**src/rtl/i2cp_pkg.sv**
```systemverilog
// Package: shared state encoding and address constants for the register-pointer slave.
// Assumes a 7-bit address of which the two low bits are strapped at the top level.
package i2cp_pkg;

    typedef enum logic [3:0] {
        ST_IDLE,
        ST_ADDR,
        ST_ADDR_ACK,
        ST_CMD,
        ST_CMD_ACK,
        ST_WDATA,
        ST_WDATA_ACK,
        ST_RDATA,
        ST_RACK
    } i2cp_state_t;

    localparam logic [4:0] DEV_ADDR_HI = 5'b10011;

endpackage

```
**src/rtl/i2cp_line_sync.sv**
```systemverilog
// Module: i2cp_line_sync
// Brings one asynchronous bus line into the clock domain and flags its edges.
// Assumes the idle level of the line is high, so all stages reset to 1.
module i2cp_line_sync #(
    parameter int STAGES = 2
) (
    input  logic clk,
    input  logic rst_n,
    input  logic line_i,
    output logic level_o,
    output logic rise_o,
    output logic fall_o
);

    localparam int LAST = STAGES - 1;

    logic [STAGES:0] pipe;

    // Shift the raw line through the synchronizer stages plus one history stage.
    always_ff @(posedge clk) begin
        if (!rst_n) pipe <= '1;
        else        pipe <= {pipe[STAGES-1:0], line_i};
    end

    assign level_o = pipe[LAST];
    assign rise_o  = pipe[LAST] & ~pipe[STAGES];
    assign fall_o  = ~pipe[LAST] & pipe[STAGES];

endmodule

```
**src/rtl/i2cp_ptr.sv**
```systemverilog
// Module: i2cp_ptr
// Holds the register pointer: loaded by a command byte, advanced after each data byte.
// Assumes load and advance are never requested in the same cycle; load wins if they are.
module i2cp_ptr #(
    parameter int              W        = 8,
    parameter logic [W-1:0]    LAST_REG = 8'h27
) (
    input  logic         clk,
    input  logic         rst_n,
    input  logic         load_i,
    input  logic [W-1:0] load_val_i,
    input  logic         inc_i,
    output logic [W-1:0] ptr_o
);

    localparam logic [W-1:0] ONE = {{(W-1){1'b0}}, 1'b1};

    // Pointer register with wrap to zero past the last implemented register.
    always_ff @(posedge clk) begin
        if (!rst_n)      ptr_o <= '0;
        else if (load_i) ptr_o <= load_val_i;
        else if (inc_i)  ptr_o <= (ptr_o >= LAST_REG) ? '0 : ptr_o + ONE;
    end


    ptr_wrap_chk: assert property (@(posedge clk) disable iff (!rst_n)
        ($past(inc_i) && !$past(load_i) && $past(ptr_o) >= LAST_REG) |-> (ptr_o == '0));


    ptr_step_chk: assert property (@(posedge clk) disable iff (!rst_n)
        ($past(inc_i) && !$past(load_i) && $past(ptr_o) < LAST_REG) |-> (ptr_o == $past(ptr_o) + ONE));


    ptr_hold_chk: assert property (@(posedge clk) disable iff (!rst_n)
        (!$past(inc_i) && !$past(load_i)) |-> $stable(ptr_o));

endmodule

```
**src/rtl/i2cp_slave.sv**
```systemverilog
// Module: i2cp_slave
// Two-wire bus slave with a persistent register pointer. Oversamples SCL/SDA,
// decodes START/STOP, matches the device address, receives command and data
// bytes, transmits register data and drives SDA through an open-drain enable.
// Assumes the system clock is several times faster than SCL and that the
// register file answers reg_rdata combinationally from reg_addr.
module i2cp_slave
    import i2cp_pkg::*;
#(
    parameter int           SYNC_STAGES = 2,
    parameter int           PTR_W       = 8,
    parameter logic [7:0]   LAST_REG    = 8'h27
) (
    input  logic             clk,
    input  logic             rst_n,
    input  logic             scl_i,
    input  logic             sda_i,
    output logic             sda_pull_o,
    input  logic [1:0]       addr_strap,
    input  logic             timeout_rst,
    output logic [PTR_W-1:0] reg_addr,
    output logic [7:0]       reg_wdata,
    output logic             reg_we,
    input  logic [7:0]       reg_rdata
);

    localparam int          SCL_IDX  = 0;
    localparam int          SDA_IDX  = 1;
    localparam logic [3:0]  BYTE_LEN = 4'd8;

    logic [1:0] raw_lines, lvl, rise, fall;
    assign raw_lines = {sda_i, scl_i};

    // One synchronizer and edge detector per bus line.
    for (genvar g = 0; g < 2; g++) begin : g_sync
        i2cp_line_sync #(.STAGES(SYNC_STAGES)) u_sync (
            .clk    (clk),
            .rst_n  (rst_n),
            .line_i (raw_lines[g]),
            .level_o(lvl[g]),
            .rise_o (rise[g]),
            .fall_o (fall[g])
        );
    end

    logic scl_rise, scl_fall, sda_lvl, start_evt, stop_evt, quiet;
    assign scl_rise  = rise[SCL_IDX];
    assign scl_fall  = fall[SCL_IDX];
    assign sda_lvl   = lvl[SDA_IDX];
    assign start_evt = fall[SDA_IDX] & lvl[SCL_IDX];
    assign stop_evt  = rise[SDA_IDX] & lvl[SCL_IDX];
    assign quiet     = !timeout_rst && !start_evt && !stop_evt;

    i2cp_state_t state;
    logic [3:0]  bitcnt;
    logic [7:0]  shreg;
    logic        rw_q, pull_q, mack_q;

    logic             addr_hit, byte_done, ptr_load, ptr_inc, load_rd;
    logic [PTR_W-1:0] ptr;

    assign addr_hit  = (shreg[7:1] == {DEV_ADDR_HI, addr_strap});
    assign byte_done = scl_fall && (bitcnt == BYTE_LEN) && quiet;
    assign reg_we    = (state == ST_WDATA) && byte_done;
    assign ptr_load  = (state == ST_CMD) && byte_done;
    assign load_rd   = quiet && scl_fall &&
                       (((state == ST_ADDR_ACK) && rw_q) || ((state == ST_RACK) && mack_q));
    assign ptr_inc   = reg_we || load_rd;

    i2cp_ptr #(.W(PTR_W), .LAST_REG(LAST_REG[PTR_W-1:0])) u_ptr (
        .clk       (clk),
        .rst_n     (rst_n),
        .load_i    (ptr_load),
        .load_val_i(shreg[PTR_W-1:0]),
        .inc_i     (ptr_inc),
        .ptr_o     (ptr)
    );

    assign reg_addr   = ptr;
    assign reg_wdata  = shreg;
    assign sda_pull_o = pull_q;

    // Frame controller: bit counting, shifting, acknowledge and read-data drive.
    always_ff @(posedge clk) begin
        if (!rst_n) begin
            state  <= ST_IDLE;
            bitcnt <= '0;
            shreg  <= '0;
            rw_q   <= 1'b0;
            pull_q <= 1'b0;
            mack_q <= 1'b0;
        end else if (timeout_rst) begin
            state  <= ST_IDLE;
            pull_q <= 1'b0;
        end else if (start_evt) begin
            state  <= ST_ADDR;
            bitcnt <= '0;
            pull_q <= 1'b0;
        end else if (stop_evt) begin
            state  <= ST_IDLE;
            pull_q <= 1'b0;
        end else begin
            unique case (state)
                ST_ADDR, ST_CMD, ST_WDATA: begin
                    if (scl_rise && bitcnt < BYTE_LEN) begin
                        shreg  <= {shreg[6:0], sda_lvl};
                        bitcnt <= bitcnt + 4'd1;
                    end else if (byte_done) begin
                        bitcnt <= '0;
                        if (state == ST_ADDR) begin
                            if (addr_hit) begin
                                rw_q   <= shreg[0];
                                pull_q <= 1'b1;
                                state  <= ST_ADDR_ACK;
                            end else begin
                                state  <= ST_IDLE;
                            end
                        end else begin
                            pull_q <= 1'b1;
                            state  <= (state == ST_CMD) ? ST_CMD_ACK : ST_WDATA_ACK;
                        end
                    end
                end
                ST_ADDR_ACK, ST_CMD_ACK, ST_WDATA_ACK: begin
                    if (scl_fall) begin
                        if (load_rd) begin
                            shreg  <= reg_rdata;
                            pull_q <= ~reg_rdata[7];
                            bitcnt <= 4'd1;
                            state  <= ST_RDATA;
                        end else begin
                            pull_q <= 1'b0;
                            state  <= ST_WDATA;
                            if (state == ST_ADDR_ACK) state <= ST_CMD;
                        end
                    end
                end
                ST_RDATA: begin
                    if (scl_fall) begin
                        if (bitcnt == BYTE_LEN) begin
                            pull_q <= 1'b0;
                            bitcnt <= '0;
                            state  <= ST_RACK;
                        end else begin
                            pull_q <= ~shreg[6];
                            shreg  <= {shreg[6:0], 1'b0};
                            bitcnt <= bitcnt + 4'd1;
                        end
                    end
                end
                ST_RACK: begin
                    if (scl_rise) begin
                        mack_q <= ~sda_lvl;
                    end else if (scl_fall) begin
                        if (load_rd) begin
                            shreg  <= reg_rdata;
                            pull_q <= ~reg_rdata[7];
                            bitcnt <= 4'd1;
                            state  <= ST_RDATA;
                        end else begin
                            state  <= ST_IDLE;
                        end
                    end
                end
                default: ;
            endcase
        end
    end


    timeout_release_chk: assert property (@(posedge clk) disable iff (!rst_n)
        timeout_rst |=> (!sda_pull_o && state == ST_IDLE));


    pull_after_edge_chk: assert property (@(posedge clk) disable iff (!rst_n)
        !$stable(sda_pull_o) |-> $past(scl_fall || timeout_rst || start_evt || stop_evt));


    addr_miss_chk: assert property (@(posedge clk) disable iff (!rst_n)
        ((state == ST_ADDR) && byte_done && !addr_hit) |=> (!sda_pull_o && state == ST_IDLE));


    nack_release_chk: assert property (@(posedge clk) disable iff (!rst_n)
        ((state == ST_RACK) && scl_fall && !mack_q && quiet) |=> (!sda_pull_o && state == ST_IDLE));


    write_only_in_data_chk: assert property (@(posedge clk) disable iff (!rst_n)
        reg_we |=> (state == ST_WDATA_ACK && sda_pull_o));

endmodule

```
**config.mk**
```make
export PLATFORM = sky130hd
export DESIGN_NAME = i2cp_slave
export DESIGN_NICKNAME = d
export VERILOG_FILES = /design/src/rtl/i2cp_pkg.sv /design/src/rtl/i2cp_line_sync.sv /design/src/rtl/i2cp_ptr.sv /design/src/rtl/i2cp_slave.sv
export SDC_FILE = /design/constraint.sdc
export NUM_CORES = 1
export LEC_CHECK = 0
export CORE_MARGIN = 4
export CORE_UTILIZATION = 47
export CTS_CLUSTER_DIAMETER = 60
export DETAILED_ROUTE_END_ITERATION = 12
export PLACE_DENSITY = 0.73
export SYNTH_ARGS = -nofsm -noshare
export SYNTH_HDL_FRONTEND = slang
export SYNTH_SLANG_ARGS = --single-unit
export TNS_END_PERCENT = 30
```
**constraint.sdc**
```tcl
create_clock -name clk -period 2.4 [get_ports clk]
set_clock_uncertainty 0.15 [all_clocks]
set_input_delay 0.48 -clock clk [delete_from_list [all_inputs] [get_ports clk]]
set_output_delay 0.48 -clock clk [all_outputs]
set_load 0.05 [all_outputs]
```
# Yosys cells after proc, flatten, opt, wreduce, memory -nomap -nowiden
# Index checks and enable logic that the tools add are counted.
[word_totals]
word_cells = 142
out_inout_bits = 18
in_bits = 15
reg_bits = 33
[op_classes]
add_sub_neg = 2
bitwise_logic = 17
n_eq_ne = 32
reduce_logical = 31
n_mux = 48
magnitude_cmp = 2
[ops]
columns = ["op", "count"]
rows = [
  ["$mux W8", 9],
  ["$mux W4", 17],
  ["$ne A4 B4 Y1 const B", 8],
  ["$pmux W4 S4", 2],
  ["$pmux W8 S4", 1],
  ["$reduce_and A8 Y1", 4],
  ["$ne A2 B2 Y1 const B", 11],
  ["$eq A4 B3 Y1 const B", 4],
  ["$mux W1", 13],
  ["$logic_and A1 B1 Y1", 11],
  ["$not A1 Y1", 11],
  ["$mux W3", 3],
  ["$ne A3 B3 Y1 const B", 3],
  ["$reduce_and A9 Y1", 1],
  ["$add A8 B1 Y8 const B", 1],
  ["$eq A4 B2 Y1 const B", 2],
  ["$eq A4 B4 Y1 const B", 2],
  ["$ge A8 B6 Y1 const B", 1],
  ["$eq A7 B7 Y1", 1],
  ["$and A1 B1 Y1", 6],
  ["$reduce_and A6 Y1", 1],
  ["$reduce_bool A6 Y1", 1],
  ["$reduce_or A3 Y1", 2],
  ["$reduce_and A5 Y1", 1],
  ["other kinds (12)", 16],
]

# Longest topological paths before layout
[logic_depth]
depth_word = 14
ltp_mapped = 9
mapped_depth_nobuf = 8

# By module
# Synthesis repeated with hierarchy kept, for this count alone.
[unflattened]
cells_unflattened = 235
area_unflattened_um2 = 2059.5
[by_module_without_submodules]
columns = ["module", "cells_per_inst", "instances", "seq_area_each_um2", "area_each_um2"]
rows = [
  ["i2cp_slave", 169, 1, 380.4, 1451.4],
  ["i2cp_ptr", 50, 1, 160.2, 425.4],
  ["i2cp_line_sync", 8, 2, 60.1, 91.3],
]

# Least setup slack after synthesis
# Ideal clock, no wire load.
[synth_timing]
path_kind = "input to output"
from = "input port timeout_rst"
to = "output port reg_we"
setup_slack_ns = -0.226
t_required_ns = 1.770
n_path_buf = 0
arrival_ns = 1.996
cell_stages = 3
path_cell_list = "nor3b_1 -> nand3_1 -> nor3_1"
[synth_via]
elab_chain_cells = 5
[synth_rtl]
columns = ["item", "line_no", "text"]
rows = [
  ["from (decl)", "i2cp_slave.sv:20", "input logic timeout_rst,"],
  ["$logic_not A1 Y1", "i2cp_slave.sv:52", "assign quiet = !timeout_rst && !start_evt && !stop_evt;"],
  ["$logic_and A1 B1 Y1 (2 in series)", "i2cp_slave.sv:52", ""],
  ["$logic_and A1 B1 Y1", "i2cp_slave.sv:63", "assign byte_done = scl_fall && (bitcnt == BYTE_LEN) && quiet;"],
  ["$logic_and A1 B1 Y1", "i2cp_slave.sv:64", "assign reg_we = (state == ST_WDATA) && byte_done;"],
  ["to (decl)", "i2cp_slave.sv:23", "output logic reg_we,"],
]
# No other way between the ends.

# Final worst setup path
[layout_timing]
from = "register bitcnt[0]"
to = "output port reg_we"
[layout_via]
elab_chain_cells = 4
[layout_rtl]
columns = ["item", "line_no", "text"]
rows = [
  ["from (decl)", "i2cp_slave.sv:55", "logic [3:0] bitcnt;"],
  ["from (signal assigned)", "i2cp_slave.sv:107", "bitcnt <= bitcnt + 4'd1;"],
  ["from (signal assigned)", "i2cp_slave.sv:147", "bitcnt <= bitcnt + 4'd1;"],
  ["$eq A4 B4 Y1", "i2cp_slave.sv:63", ""],
  ["$logic_and A1 B1 Y1 (2 in series)", "i2cp_slave.sv:63", ""],
  ["$logic_and A1 B1 Y1", "i2cp_slave.sv:64", ""],
]
# No other way between the ends.

==> impl_metrics.ini <==
[outcome]
status = finished clean

[power_and_ir_drop]
power_density_mw_per_mm2 = 397.0
p_leak_nw = 1.057
total_power_mw = 1.071
ir_drop_v = 0.0003966

[die]
rows = 23
io_pins = 33
dieArea_mm2 = 0.005561
die_h_um = 74.58
core_mm2 = 0.004144
initial_core_util_pct = 50.27
die_w_um = 74.58

[finish]
drive_gt1_share_pct = 17.06
fillers = 364
post-route-util_pct = 65.13
syn2layout_area_growth_pct = 29.55
multiInputGateArea_mm2 = 0.001353
final_net_count = 316
diodes = 0
seq_area_um2 = 660.6

[placed_design]
io_buffers = 32
place_congestion = 0.9471
dp_hpwl_um = 4015
dp_worst_setup_slack_ns = -0.2397

[clock_tree]
cts_buffer_depth = 2
clock-root-buffer = clkbuf_8
cts_tree = yes
clkSinkCount = 33
clkLatencyLatePin_ns = 0.30
numCtsBuffers = 5
ctsHtreeMaxLevel = 2
clk_pin_slew_ns = 0.08

[yosys]
netlist_area_mm2 = 0.002083
synth_top_area_share_pct = 31.71
yosys.area.top_type = dfxtp_1
yosysMostFrequentCell = dfxtp_1
synth.distinct_cells = 59
ys_top_cells_by_count = 33 x dfxtp_1, 27 x nor2_1, 17 x nand2_1
ys.flop_type = dfxtp_1
synth.avg_cell_area_um2 = 8.434
synth_edf_count = 0
netlist_instances = 247
synth_seq_cells = 33
syn_nets = 265
synth-async-reset-ratio_pct = 0
yosysWarnings = 0
synth_seq_area_share_pct = 31.71
synth.area.top_cells = dfxtp_1 32%, mux2i_1 5.8%, nor2_1 4.9%

[sta]
worst_slew_pin_slew_ns = 0.5071
hold_viol_final = 0
slew_headroom_pct = 66.09
slew_violations = 0
fin_ws_ns = 0.1589
min_period_ns = 2.241
fmax_mhz = 446.2
fin_crit_sh_pct = 93.38
setup_viol = 0

[detailed_routing]
wl_um = 5309
wl_per_cell_um = 15.21
avgViaCountPerCell = 5.834
ant_nets = 0
drtIter0Drc = 125
vias = 2036
drc = 0
drt-pass1-iter-count = 4

[critical_path]
startpoint = bitcnt[0]$_SDFFE_PN0P_
crit_path_end_kind = output pin
r2r-start = g_sync[0].u_sync.pipe[1]$_SDFF_PN1_
cp.required_ns = 1.77
arrival_ns = 1.61
rr_worst_depth = 7
cp_cell_sequence = inv_1, ha_1, and3b_1, nand3_2, nor3_4, buf_12
criticalPathCategory = flop to output pin
critical_path.max_fanout = 5
max_stage_delay_ns = 0.35
start_kind = flop
critPathSlowestCell = dfxtp_1

[grt]
grt_pass1_wl_um = 8438
grt_antenna_before_repair = 0
grt_max_degree = 21
grt_usage_pct = 19.84
grt_pass1_vias = 1771
gr-total-overflow = 0

[hold_path]
hp-start = g_sync[0].u_sync.pipe[0]$_SDFF_PN1_
min_delay_path_depth = 1
hold_path.class = flop to flop

[job]
maxCapViolCount = 0
==> metrics by stage <==
| step | instance area [um^2] | std cells | hold slack, ns | setup TNS (ns) |
|---|---|---|---|---|
| 6_report | 2699 | 349 | 0.2736 | 0 |
| 5_1_grt | 2699 | 349 | 0.2940 | -0.0006384 |
| 4_1_cts | 2691 | 348 | 0.2798 | 0 |
| 3_5_place_dp | 2585 | 340 | 0.2609 | -2.095 |
| 3_3_place_gp | 2585 | 340 | 0.2384 | -2.024 |
| 2_1_floorplan | 2088 | 247 | 0.2363 | 0 |
==> kinds of logic (layout without fill, tap and decap cells) <==
| logic type | after synthesis | after routing | share of synthesized area [%] |
|---|---|---|---|
| muxes | 19 | 19 | 9.550 |
| DFF | 33 | 33 | 31.71 |
| and+or+nand+nor | 99 | 99 | 26.13 |
| AOI/OAI and AO/OA | 68 | 68 | 23.90 |
| adders and majority gates | 3 | 3 | 1.802 |
| xor gates and xnor gates | 6 | 6 | 2.523 |
| buffers and inverters | 19 | 71 | 4.384 |
==> power breakdown <==
group / internal, mW / switching (mW) / total (mW)
registers: 0.552 / 0.00636 / 0.558
logic: 0.0446 / 0.0359 / 0.0805
clock network: 0.203 / 0.229 / 0.433
total: 0.800 / 0.272 / 1.07
==> sequential cells by signal, summed over array words and instances, names as in the netlist <==
signal              count
state                   4
rw_q                    1
reg_wdata               8
bitcnt                  4
g_sync.u_sync.pipe      6
mack_q                  1
u_ptr.ptr_o             8
sda_pull_o              1
==> area by class of cell <==
type / count / share of cell area [%]
inverters: 8 / 1.113
repair buffers: 55 / 18.59
well taps: 50 / 2.318
multi-input cells: 195 / 50.12
flip-flops and latches: 33 / 24.48
clock inverters: 3 / 0.8345
clock buffers: 5 / 2.550
==> placed cells by master (no fill, tap or decap), drive strengths merged, types with 3 or more instances in the layout <==
cell,count
buf,24
ha,3
nor3,6
xnor2,5
nor2,27
a21oi,15
clkbuf,5
mux2,7
a221oi,4
clkdlybuf4s50,30
o21ai,17
and3b,4
nand3,10
nor2b,8
a22oi,5
inv,7
dfxtp,33
clkinvlp,3
nand2b,13
mux2i,12
nand2,17
==> what timing repair did <==
action,4_1_cts,5_1_grt
resized for setup,4,0
endpoints found under the setup margin,1,2
pin swaps,1,1
hold buffers,0,0
setup buffers,0,1
cloned,0,0
==> routing by layer <==
metal	track usage (%)	wire length, um	vias to the layer above
met5	0	0	-
met4	6.917	70	0
met3	5.000	289	6
met2	29.85	2408	52
met1	27.60	2541	962
li1	-	-	1016
==> path summary, 6_finish.rpt <==
check,to,slack [ns]
min reg2reg,g_sync[0].u_sync.pipe[1]$_SDFF_PN1_,0.27
min,g_sync[0].u_sync.pipe[1]$_SDFF_PN1_,0.27
max reg2reg,bitcnt[0]$_SDFFE_PN0P_,0.17
max,reg_we,0.16
==> worst max-delay path, delay by kind of cell, from the launching register on <==
| family | cells | cell delay [ns] |
|---|---|---|
| adder cells (fa/ha/maj) | 1 | 0.16 |
| flip-flops | 1 | 0.35 |
| AND/OR/NAND/NOR | 3 | 0.56 |
| buffers and inverters | 2 | 0.23 |
Note: power is estimated with default switching activity, not from simulation.
